===== src/rtl/flashcmd_pkg.sv =====
package flashcmd_pkg;

    typedef enum logic [3:0] {
        ST_READ,
        ST_IDENT,
        ST_ERS_SETUP,
        ST_ERASING,
        ST_ERS_VERIFY,
        ST_PRG_SETUP,
        ST_PROGRAMMING,
        ST_PRG_VERIFY,
        ST_HALT_ERS,
        ST_HALT_PRG
    } mode_e;

    localparam logic [7:0] CMD_READ    = 8'h00;
    localparam logic [7:0] CMD_IDENT   = 8'h90;
    localparam logic [7:0] CMD_ERS     = 8'h20;
    localparam logic [7:0] CMD_ERS_VFY = 8'hA0;
    localparam logic [7:0] CMD_PRG     = 8'h40;
    localparam logic [7:0] CMD_PRG_VFY = 8'hC0;
    localparam logic [7:0] CMD_RESET   = 8'hFF;

    function automatic logic in_pulse(input mode_e m);
        return (m == ST_ERASING) || (m == ST_PROGRAMMING);
    endfunction

    function automatic logic in_halt(input mode_e m);
        return (m == ST_HALT_ERS) || (m == ST_HALT_PRG);
    endfunction

endpackage


===== src/rtl/flashcmd_timer.sv =====
module flashcmd_timer #(
    parameter int PRG_LIMIT = 6,
    parameter int ERS_LIMIT = 9
) (
    input  logic clk,
    input  logic rst_n,
    input  logic run,
    input  logic erase_sel,
    output logic expire
);
    localparam int MAXL = (PRG_LIMIT > ERS_LIMIT) ? PRG_LIMIT : ERS_LIMIT;
    localparam int CW   = $clog2(MAXL + 1);
    localparam logic [CW-1:0] PRG_LAST = CW'(PRG_LIMIT - 1);
    localparam logic [CW-1:0] ERS_LAST = CW'(ERS_LIMIT - 1);

    logic [CW-1:0] cnt_d, cnt_q;
    logic [CW-1:0] last;

    always_comb begin
        last   = erase_sel ? ERS_LAST : PRG_LAST;
        cnt_d  = run ? cnt_q + CW'(1) : '0;
        expire = run && (cnt_q == last);
    end

    always_ff @(posedge clk or negedge rst_n) begin
        if (!rst_n) cnt_q <= '0;
        else        cnt_q <= cnt_d;
    end

    assert_cnt_bound_R8: assert property (@(posedge clk) disable iff (!rst_n)
        run |-> (cnt_q <= last));

    assert_idle_zero_R8: assert property (@(posedge clk) disable iff (!rst_n)
        !run |=> (cnt_q == '0));

endmodule


===== src/rtl/flashcmd_array.sv =====
module flashcmd_array #(
    parameter int         AW     = 4,
    parameter logic [7:0] ERASED = 8'hFF
) (
    input  logic          clk,
    input  logic          rst_n,
    input  logic          do_prog,
    input  logic          do_erase,
    input  logic [AW-1:0] prg_addr,
    input  logic [7:0]    prg_data,
    input  logic [AW-1:0] rd_addr,
    output logic [7:0]    rd_byte
);
    localparam int DEPTH = 1 << AW;

    logic [DEPTH-1:0][7:0] mem_d, mem_q;

    always_comb begin
        mem_d = mem_q;
        for (int i = 0; i < DEPTH; i++) begin
            if (do_erase)
                mem_d[i] = ERASED;
            else if (do_prog && (prg_addr == AW'(i)))
                mem_d[i] = mem_q[i] & prg_data;
        end
    end

    always_ff @(posedge clk or negedge rst_n) begin
        if (!rst_n) mem_q <= {DEPTH{ERASED}};
        else        mem_q <= mem_d;
    end

    assign rd_byte = mem_q[rd_addr];

    assert_apply_excl_R6: assert property (@(posedge clk) disable iff (!rst_n)
        !(do_prog && do_erase));

    assert_erase_all_R7: assert property (@(posedge clk) disable iff (!rst_n)
        do_erase |=> (rd_byte == ERASED));

endmodule


===== src/rtl/flashcmd_fsm.sv =====
module flashcmd_fsm
    import flashcmd_pkg::*;
#(
    parameter int AW = 4
) (
    input  logic          clk,
    input  logic          rst_n,
    input  logic          pgm_en,
    input  logic          wr_stb,
    input  logic [AW-1:0] wr_addr,
    input  logic [7:0]    wr_data,
    input  logic          expire,
    output mode_e         mode,
    output logic [AW-1:0] lat_addr,
    output logic [7:0]    lat_data,
    output logic          do_prog,
    output logic          do_erase,
    output logic          pulse_start,
    output logic          pulse_stop
);
    typedef struct packed {
        mode_e         mode;
        logic [AW-1:0] addr;
        logic [7:0]    data;
        logic          pstart;
        logic          pstop;
    } fsm_t;

    fsm_t st_d, st_q;

    always_comb begin
        st_d        = st_q;
        st_d.pstart = 1'b0;
        st_d.pstop  = 1'b0;
        do_prog     = 1'b0;
        do_erase    = 1'b0;
        if (!pgm_en) begin
            st_d.mode  = ST_READ;
            st_d.pstop = in_pulse(st_q.mode);
        end else begin
            case (st_q.mode)
                ST_ERASING: begin
                    if (wr_stb && wr_data == CMD_ERS_VFY) begin
                        st_d.mode  = ST_ERS_VERIFY;
                        st_d.addr  = wr_addr;
                        st_d.pstop = 1'b1;
                        do_erase   = 1'b1;
                    end else if (wr_stb && wr_data == CMD_RESET) begin
                        st_d.mode  = ST_READ;
                        st_d.pstop = 1'b1;
                    end else if (expire) begin
                        st_d.mode  = ST_HALT_ERS;
                        st_d.pstop = 1'b1;
                        do_erase   = 1'b1;
                    end
                end
                ST_PROGRAMMING: begin
                    if (wr_stb && wr_data == CMD_PRG_VFY) begin
                        st_d.mode  = ST_PRG_VERIFY;
                        st_d.pstop = 1'b1;
                        do_prog    = 1'b1;
                    end else if (wr_stb && wr_data == CMD_RESET) begin
                        st_d.mode  = ST_READ;
                        st_d.pstop = 1'b1;
                    end else if (expire) begin
                        st_d.mode  = ST_HALT_PRG;
                        st_d.pstop = 1'b1;
                        do_prog    = 1'b1;
                    end
                end
                ST_HALT_ERS: begin
                    if (wr_stb && wr_data == CMD_ERS_VFY) begin
                        st_d.mode = ST_ERS_VERIFY;
                        st_d.addr = wr_addr;
                    end else if (wr_stb && wr_data == CMD_RESET) begin
                        st_d.mode = ST_READ;
                    end
                end
                ST_HALT_PRG: begin
                    if (wr_stb && wr_data == CMD_PRG_VFY)
                        st_d.mode = ST_PRG_VERIFY;
                    else if (wr_stb && wr_data == CMD_RESET)
                        st_d.mode = ST_READ;
                end
                ST_ERS_SETUP: begin
                    if (wr_stb) begin
                        if (wr_data == CMD_ERS) begin
                            st_d.mode   = ST_ERASING;
                            st_d.pstart = 1'b1;
                        end else begin
                            st_d.mode = ST_READ;
                        end
                    end
                end
                ST_PRG_SETUP: begin
                    if (wr_stb) begin
                        st_d.mode   = ST_PROGRAMMING;
                        st_d.addr   = wr_addr;
                        st_d.data   = wr_data;
                        st_d.pstart = 1'b1;
                    end
                end
                default: begin
                    if (wr_stb) begin
                        case (wr_data)
                            CMD_READ, CMD_RESET: st_d.mode = ST_READ;
                            CMD_IDENT:           st_d.mode = ST_IDENT;
                            CMD_ERS:             st_d.mode = ST_ERS_SETUP;
                            CMD_PRG:             st_d.mode = ST_PRG_SETUP;
                            CMD_ERS_VFY: begin
                                st_d.mode = ST_ERS_VERIFY;
                                st_d.addr = wr_addr;
                            end
                            CMD_PRG_VFY:         st_d.mode = ST_PRG_VERIFY;
                            default:             st_d.mode = st_q.mode;
                        endcase
                    end
                end
            endcase
        end
    end

    always_ff @(posedge clk or negedge rst_n) begin
        if (!rst_n) begin
            st_q <= '{mode: ST_READ, addr: '0, data: '0, pstart: 1'b0, pstop: 1'b0};
        end else begin
            st_q <= st_d;
        end
    end

    assign mode        = st_q.mode;
    assign lat_addr    = st_q.addr;
    assign lat_data    = st_q.data;
    assign pulse_start = st_q.pstart;
    assign pulse_stop  = st_q.pstop;

    assert_lockout_R2: assert property (@(posedge clk) disable iff (!rst_n)
        !pgm_en |=> (st_q.mode == ST_READ));

    assert_halt_hold_R9: assert property (@(posedge clk) disable iff (!rst_n)
        (in_halt(st_q.mode) && pgm_en && !wr_stb) |=> (st_q.mode == $past(st_q.mode)));

    assert_timer_stop_R8: assert property (@(posedge clk) disable iff (!rst_n)
        (in_pulse(st_q.mode) && pgm_en && !wr_stb && expire) |=> in_halt(st_q.mode));

endmodule


===== src/rtl/flashcmd_ctrl.sv =====
module flashcmd_ctrl
    import flashcmd_pkg::*;
#(
    parameter int         AW        = 4,
    parameter int         PRG_LIMIT = 6,
    parameter int         ERS_LIMIT = 9,
    parameter logic [7:0] MFR_CODE  = 8'h89,
    parameter logic [7:0] DEV_CODE  = 8'hB4
) (
    input  logic          clk,
    input  logic          rst_n,
    input  logic          pgm_en,
    input  logic          ce_n,
    input  logic          oe_n,
    input  logic          we_n,
    input  logic [AW-1:0] addr,
    input  logic [7:0]    wdata,
    output logic [7:0]    rdata,
    output logic          rdata_valid,
    output logic          pulse_start,
    output logic          pulse_stop,
    output logic          pulse_busy,
    output logic          timer_fired
);
    typedef struct packed {
        logic [7:0] data;
        logic       valid;
    } rd_t;

    mode_e         mode;
    logic [AW-1:0] lat_addr;
    logic [7:0]    lat_data;
    logic          do_prog, do_erase, expire;
    logic          wr_stb, rd_cyc;
    logic [AW-1:0] arr_addr;
    logic [7:0]    arr_byte;
    rd_t           rd_d, rd_q;

    assign wr_stb = !ce_n && !we_n;
    assign rd_cyc = !ce_n && !oe_n && we_n;

    flashcmd_fsm #(.AW(AW)) u_fsm (
        .clk(clk), .rst_n(rst_n), .pgm_en(pgm_en),
        .wr_stb(wr_stb), .wr_addr(addr), .wr_data(wdata),
        .expire(expire), .mode(mode),
        .lat_addr(lat_addr), .lat_data(lat_data),
        .do_prog(do_prog), .do_erase(do_erase),
        .pulse_start(pulse_start), .pulse_stop(pulse_stop)
    );

    flashcmd_timer #(.PRG_LIMIT(PRG_LIMIT), .ERS_LIMIT(ERS_LIMIT)) u_timer (
        .clk(clk), .rst_n(rst_n),
        .run(in_pulse(mode)), .erase_sel(mode == ST_ERASING),
        .expire(expire)
    );

    flashcmd_array #(.AW(AW)) u_array (
        .clk(clk), .rst_n(rst_n),
        .do_prog(do_prog), .do_erase(do_erase),
        .prg_addr(lat_addr), .prg_data(lat_data),
        .rd_addr(arr_addr), .rd_byte(arr_byte)
    );

    always_comb begin
        arr_addr = ((mode == ST_ERS_VERIFY) || (mode == ST_PRG_VERIFY)) ? lat_addr : addr;
        rd_d     = '0;
        if (rd_cyc) begin
            rd_d.valid = 1'b1;
            if (mode == ST_IDENT) rd_d.data = addr[0] ? DEV_CODE : MFR_CODE;
            else                  rd_d.data = arr_byte;
        end
    end

    always_ff @(posedge clk or negedge rst_n) begin
        if (!rst_n) rd_q <= '0;
        else        rd_q <= rd_d;
    end

    assign rdata       = rd_q.data;
    assign rdata_valid = rd_q.valid;
    assign pulse_busy  = in_pulse(mode);
    assign timer_fired = in_halt(mode);

    assert_standby_R3: assert property (@(posedge clk) disable iff (!rst_n)
        !rd_cyc |=> (!rdata_valid && rdata == 8'h00));

    assert_strobe_excl_R6: assert property (@(posedge clk) disable iff (!rst_n)
        !(pulse_start && pulse_stop));

    assert_start_busy_R6: assert property (@(posedge clk) disable iff (!rst_n)
        pulse_start |-> pulse_busy);

    assert_stop_idle_R8: assert property (@(posedge clk) disable iff (!rst_n)
        pulse_stop |-> !pulse_busy);

    assert_abort_R2: assert property (@(posedge clk) disable iff (!rst_n)
        (!pgm_en && pulse_busy) |=> (pulse_stop && !timer_fired));

endmodule


===== config.mk =====
export PLATFORM = sky130hd
export DESIGN_NAME = flashcmd_ctrl
export DESIGN_NICKNAME = d
export VERILOG_FILES = /design/src/rtl/flashcmd_pkg.sv /design/src/rtl/flashcmd_timer.sv /design/src/rtl/flashcmd_array.sv /design/src/rtl/flashcmd_fsm.sv /design/src/rtl/flashcmd_ctrl.sv
export SDC_FILE = /design/constraint.sdc
export NUM_CORES = 1
export LEC_CHECK = 0
export BUFFER_PORTS_ARGS = -buffer_cell sky130_fd_sc_hd__buf_2
export CAP_MARGIN = 20
export CORE_MARGIN = 2
export CORE_UTILIZATION = 55
export DETAILED_ROUTE_END_ITERATION = 8
export MAX_ROUTING_LAYER = met4
export PLACE_DENSITY = 0.82
export SLEW_MARGIN = 20
export SYNTH_ARGS = -nofsm -noshare
export SYNTH_HDL_FRONTEND = slang
export SYNTH_HIERARCHICAL = 1
export SYNTH_SLANG_ARGS = --single-unit

===== constraint.sdc =====
create_clock -name clk -period 2.5 [get_ports clk]
set_input_delay 0.25 -clock clk [delete_from_list [all_inputs] [get_ports clk]]
set_output_delay 0.25 -clock clk [all_outputs]
set_load 0.01 [all_outputs]

==> impl_metrics.json <==
{
  "yosys.cell_count.top_type": "nand2b_1",
  "path_class": "reg2reg",
  "wire_per_inst_um": 24.16,
  "cts_tree": "yes",
  "dieHeight_um": 127.1,
  "hold_viol_final": 0,
  "yosysWarnings": 6,
  "required_ns": 2.85,
  "drt-total-wl_mm": 22.86,
  "antenna_cells": 0,
  "grt_pass1_wl_mm": 33.75,
  "antenna_found_initial": 0,
  "leakage_uw": 0.004162,
  "max_freq_mhz": 384.1,
  "dr.pass1.iters": 6,
  "r2r-end": "u_array/mem_q[26]",
  "portBuffers": 30,
  "tightest_slew_ns": 0.9956,
  "root_buffer": "clkbuf_16",
  "syn_avg_cell_area_um2": 11.54,
  "rrSetupSlack_ns": -0.10,
  "start_util_pct": 56.91,
  "crit_path_start_kind": "flip-flop",
  "synth-main-ff-cell": "dfstp_2",
  "ys_ff_latch": 159,
  "drc_errors": 0,
  "setup_ws_ns": -0.1032,
  "worstPathArrival_ns": 2.95,
  "yosysSeqAreaShare_pct": 49.66,
  "synth-edff-count": 0,
  "violations": "setup timing",
  "synth_area_um2": 8334,
  "cts_buffers": 17,
  "critPathMaxFanout": 16,
  "r2r_start": "u_fsm/mode[2]",
  "synth_area_leader_cell": "dfstp_2",
  "fillers": 924,
  "endpoint_kind": "flip-flop",
  "synth_top_area_share_pct": 40.35,
  "cts_max_level": 4,
  "grt_overflow": 0,
  "rsz0062_at_grt": "true",
  "design.die.area_um2": 16150,
  "whs_path_depth": 3,
  "area_growth_pct": 22.65,
  "hp-class": "in2reg",
  "seq_area_um2": 4141,
  "num_rows": 44,
  "vias": 6288,
  "drv_slew": 0,
  "drive_gt1_share_pct": 49.74,
  "grt_usage_pct": 27.82,
  "max_slew_margin_pct": 33.63,
  "r2r_cells": 9,
  "finalSetupViolCount": 24,
  "multi_input_area_um2": 4385,
  "min_period_ns": 2.603,
  "crit_family": "simple AND/OR/NAND/NOR gates",
  "ant_nets": 0,
  "ctsHoldBuffers": 0,
  "dp_slack_ns": -0.1439,
  "drtIter0Drc": 704,
  "cp_slowest_stage_delay_ns": 0.47,
  "finClkSkew_ns": 0.01349,
  "clk_path_buf_depth": 2,
  "top_level_ports": 31,
  "path_buf_inv": 1,
  "gp_congestion": 0.8811,
  "fin_crit_sh_pct": 104.1,
  "dpl.hpwl_mm": 13.01,
  "core_um2": 14640,
  "cts_sinks": 159,
  "cp_slowest_cell": "or3b_4",
  "whs_endpoint": "u_fsm/lat_addr[2]",
  "ys_async_sr_fraction_pct": 100.0,
  "clkSlewWorstSetupHoldPaths_ns": 0.06,
  "synth_area_leaders": "dfstp_2 (40%), o31ai_1 (12%), nand2b_1 (11%), dfrtp_1 (9.3%), mux4_2 (8.6%)",
  "synthDistinctLibCells": 58,
  "tns_ns": -0.6277,
  "power_density_nw_per_um2": 675.7,
  "status": "complete, but fails checks",
  "vias_per_cell": 6.647,
  "ir_drop_mv": 0.5698,
  "die_w_um": 127.1,
  "grt_max_degree": 80,
  "syn_inst": 722,
  "nets": 768,
  "grt_pass1_vias": 6403,
  "syn_nets": 741,
  "synth_commonest_cells": "nand2b_1 (140), o31ai_1 (129), dfstp_2 (128)",
  "clock_latency_ns": 0.44,
  "maxCapViolCount": 0,
  "holdCritStartpoint": "addr[2]",
  "path_cells": "nor4bb_4, nand4bb_1, a21oi_2, nand2_2, a21oi_4, or3b_4, buf_12, o31ai_1, nand2b_1"
}
==> sequential cells by signal, indices dropped and copies added (netlist names) <==
signal	flops
rdata	8
u_timer/cnt_q	4
u_fsm/lat_addr	4
u_fsm/lat_data	8
u_fsm/pulse_stop	1
u_fsm/pulse_start	1
u_array/mem_q	128
rdata_valid	1
u_fsm/mode	4
==> worst register-to-register path: stages (launching register included) <==
cell,delay (ns)
dfrtp_2,0.46
nor4bb_4,0.32
nand4bb_1,0.15
a21oi_2,0.24
nand2_2,0.11
a21oi_4,0.19
or3b_4,0.47
buf_12,0.19
o31ai_1,0.28
nand2b_1,0.11
==> how the worst max path moves through the flow <==
stage	cells past startpoint	from	to
final	9	u_fsm/mode[2]	u_array/mem_q[26]
after detailed placement	9	u_fsm/mode[2]	u_array/mem_q[10]
after global placement	10	wdata[0]	u_array/mem_q[15]
after global routing	9	u_fsm/mode[2]	u_array/mem_q[26]
after floorplan	11	u_fsm/mode[2]	u_array/mem_q[0]
after CTS	9	u_fsm/mode[2]	u_array/mem_q[10]
==> cells in the final DEF (no fill, tap or decap), types with 4 or more instances in the layout <==
master	count
o31ai_2	40
buf_12	9
nand3b_1	5
inv_1	4
mux2_2	11
o21ai_0	5
o21ai_1	10
nand2b_1	140
o31ai_1	69
nor2_1	11
bufinv_16	6
o31ai_4	20
buf_4	37
a22oi_2	4
nor2b_1	5
mux4_2	32
buf_2	30
a21oi_1	11
nand2_1	33
a22oi_1	12
clkbuf_16	21
mux2_4	4
dfrtp_1	29
nor3b_1	4
nand3_1	7
dfstp_2	128
==> metal layers <==
metal  vias up  wire length, um  share of wire [%]  global-route usage, %
met5         -                0                  0                      -
met4         0              609                2.7                  11.38
met3        53             1423                6.2                  5.193
met2       299            11710                 51                  45.19
met1      3241             9111                 40                  34.70
li1       2695                -                  -                      -
==> cells by family after synthesis <==
| group | synth area share (%) |
|---|---|
| fa+ha+maj | 0.1501 |
| xor+xnor | 0.4204 |
| flops | 49.66 |
| buf+inv | 4.489 |
| mux | 11.17 |
| simple gates | 18.48 |
| compound gates | 15.63 |
==> cell type report <==
type / count / share of cell area, %
well taps: 184 / 2.252
multi-input cells: 481 / 42.90
flip-flops and latches: 159 / 40.51
clock inverters: 10 / 2.020
clock buffers: 22 / 4.541
repair buffers: 85 / 7.589
inverters: 5 / 0.1836
==> repair_timing <==
action                                  in CTS  in global routing
pin swaps                                    2                 10
hold endpoints to repair                     0                  0
gates cloned                                 0                  6
endpoints found under the setup margin      34                 65
gates resized for setup                      5                105
buffers inserted                             0                 10
==> power by group <==
part / switching (uW) / internal [uW]
clock: 1030 / 1930
combinational: 666 / 504
sequential: 152 / 2630
==> stage by stage <==
step | cells | instance area (um2) | hold WS [ns] | power [uW] | utilization, %
after floorplan | 722 | 8344 | -0.04559 | 3431 | -
after global placement | 898 | 8757 | 0.4585 | 3753 | 59.80
after detailed placement | 898 | 8757 | 0.4662 | 3783 | 59.80
after CTS | 930 | 9455 | 0.05358 | 6731 | 64.57
after global routing | 946 | 10220 | 0.07576 | 7126 | 69.81
final | 946 | 10220 | 0.07700 | 6907 | 69.81
Note: power is estimated with default switching activity, not from simulation.
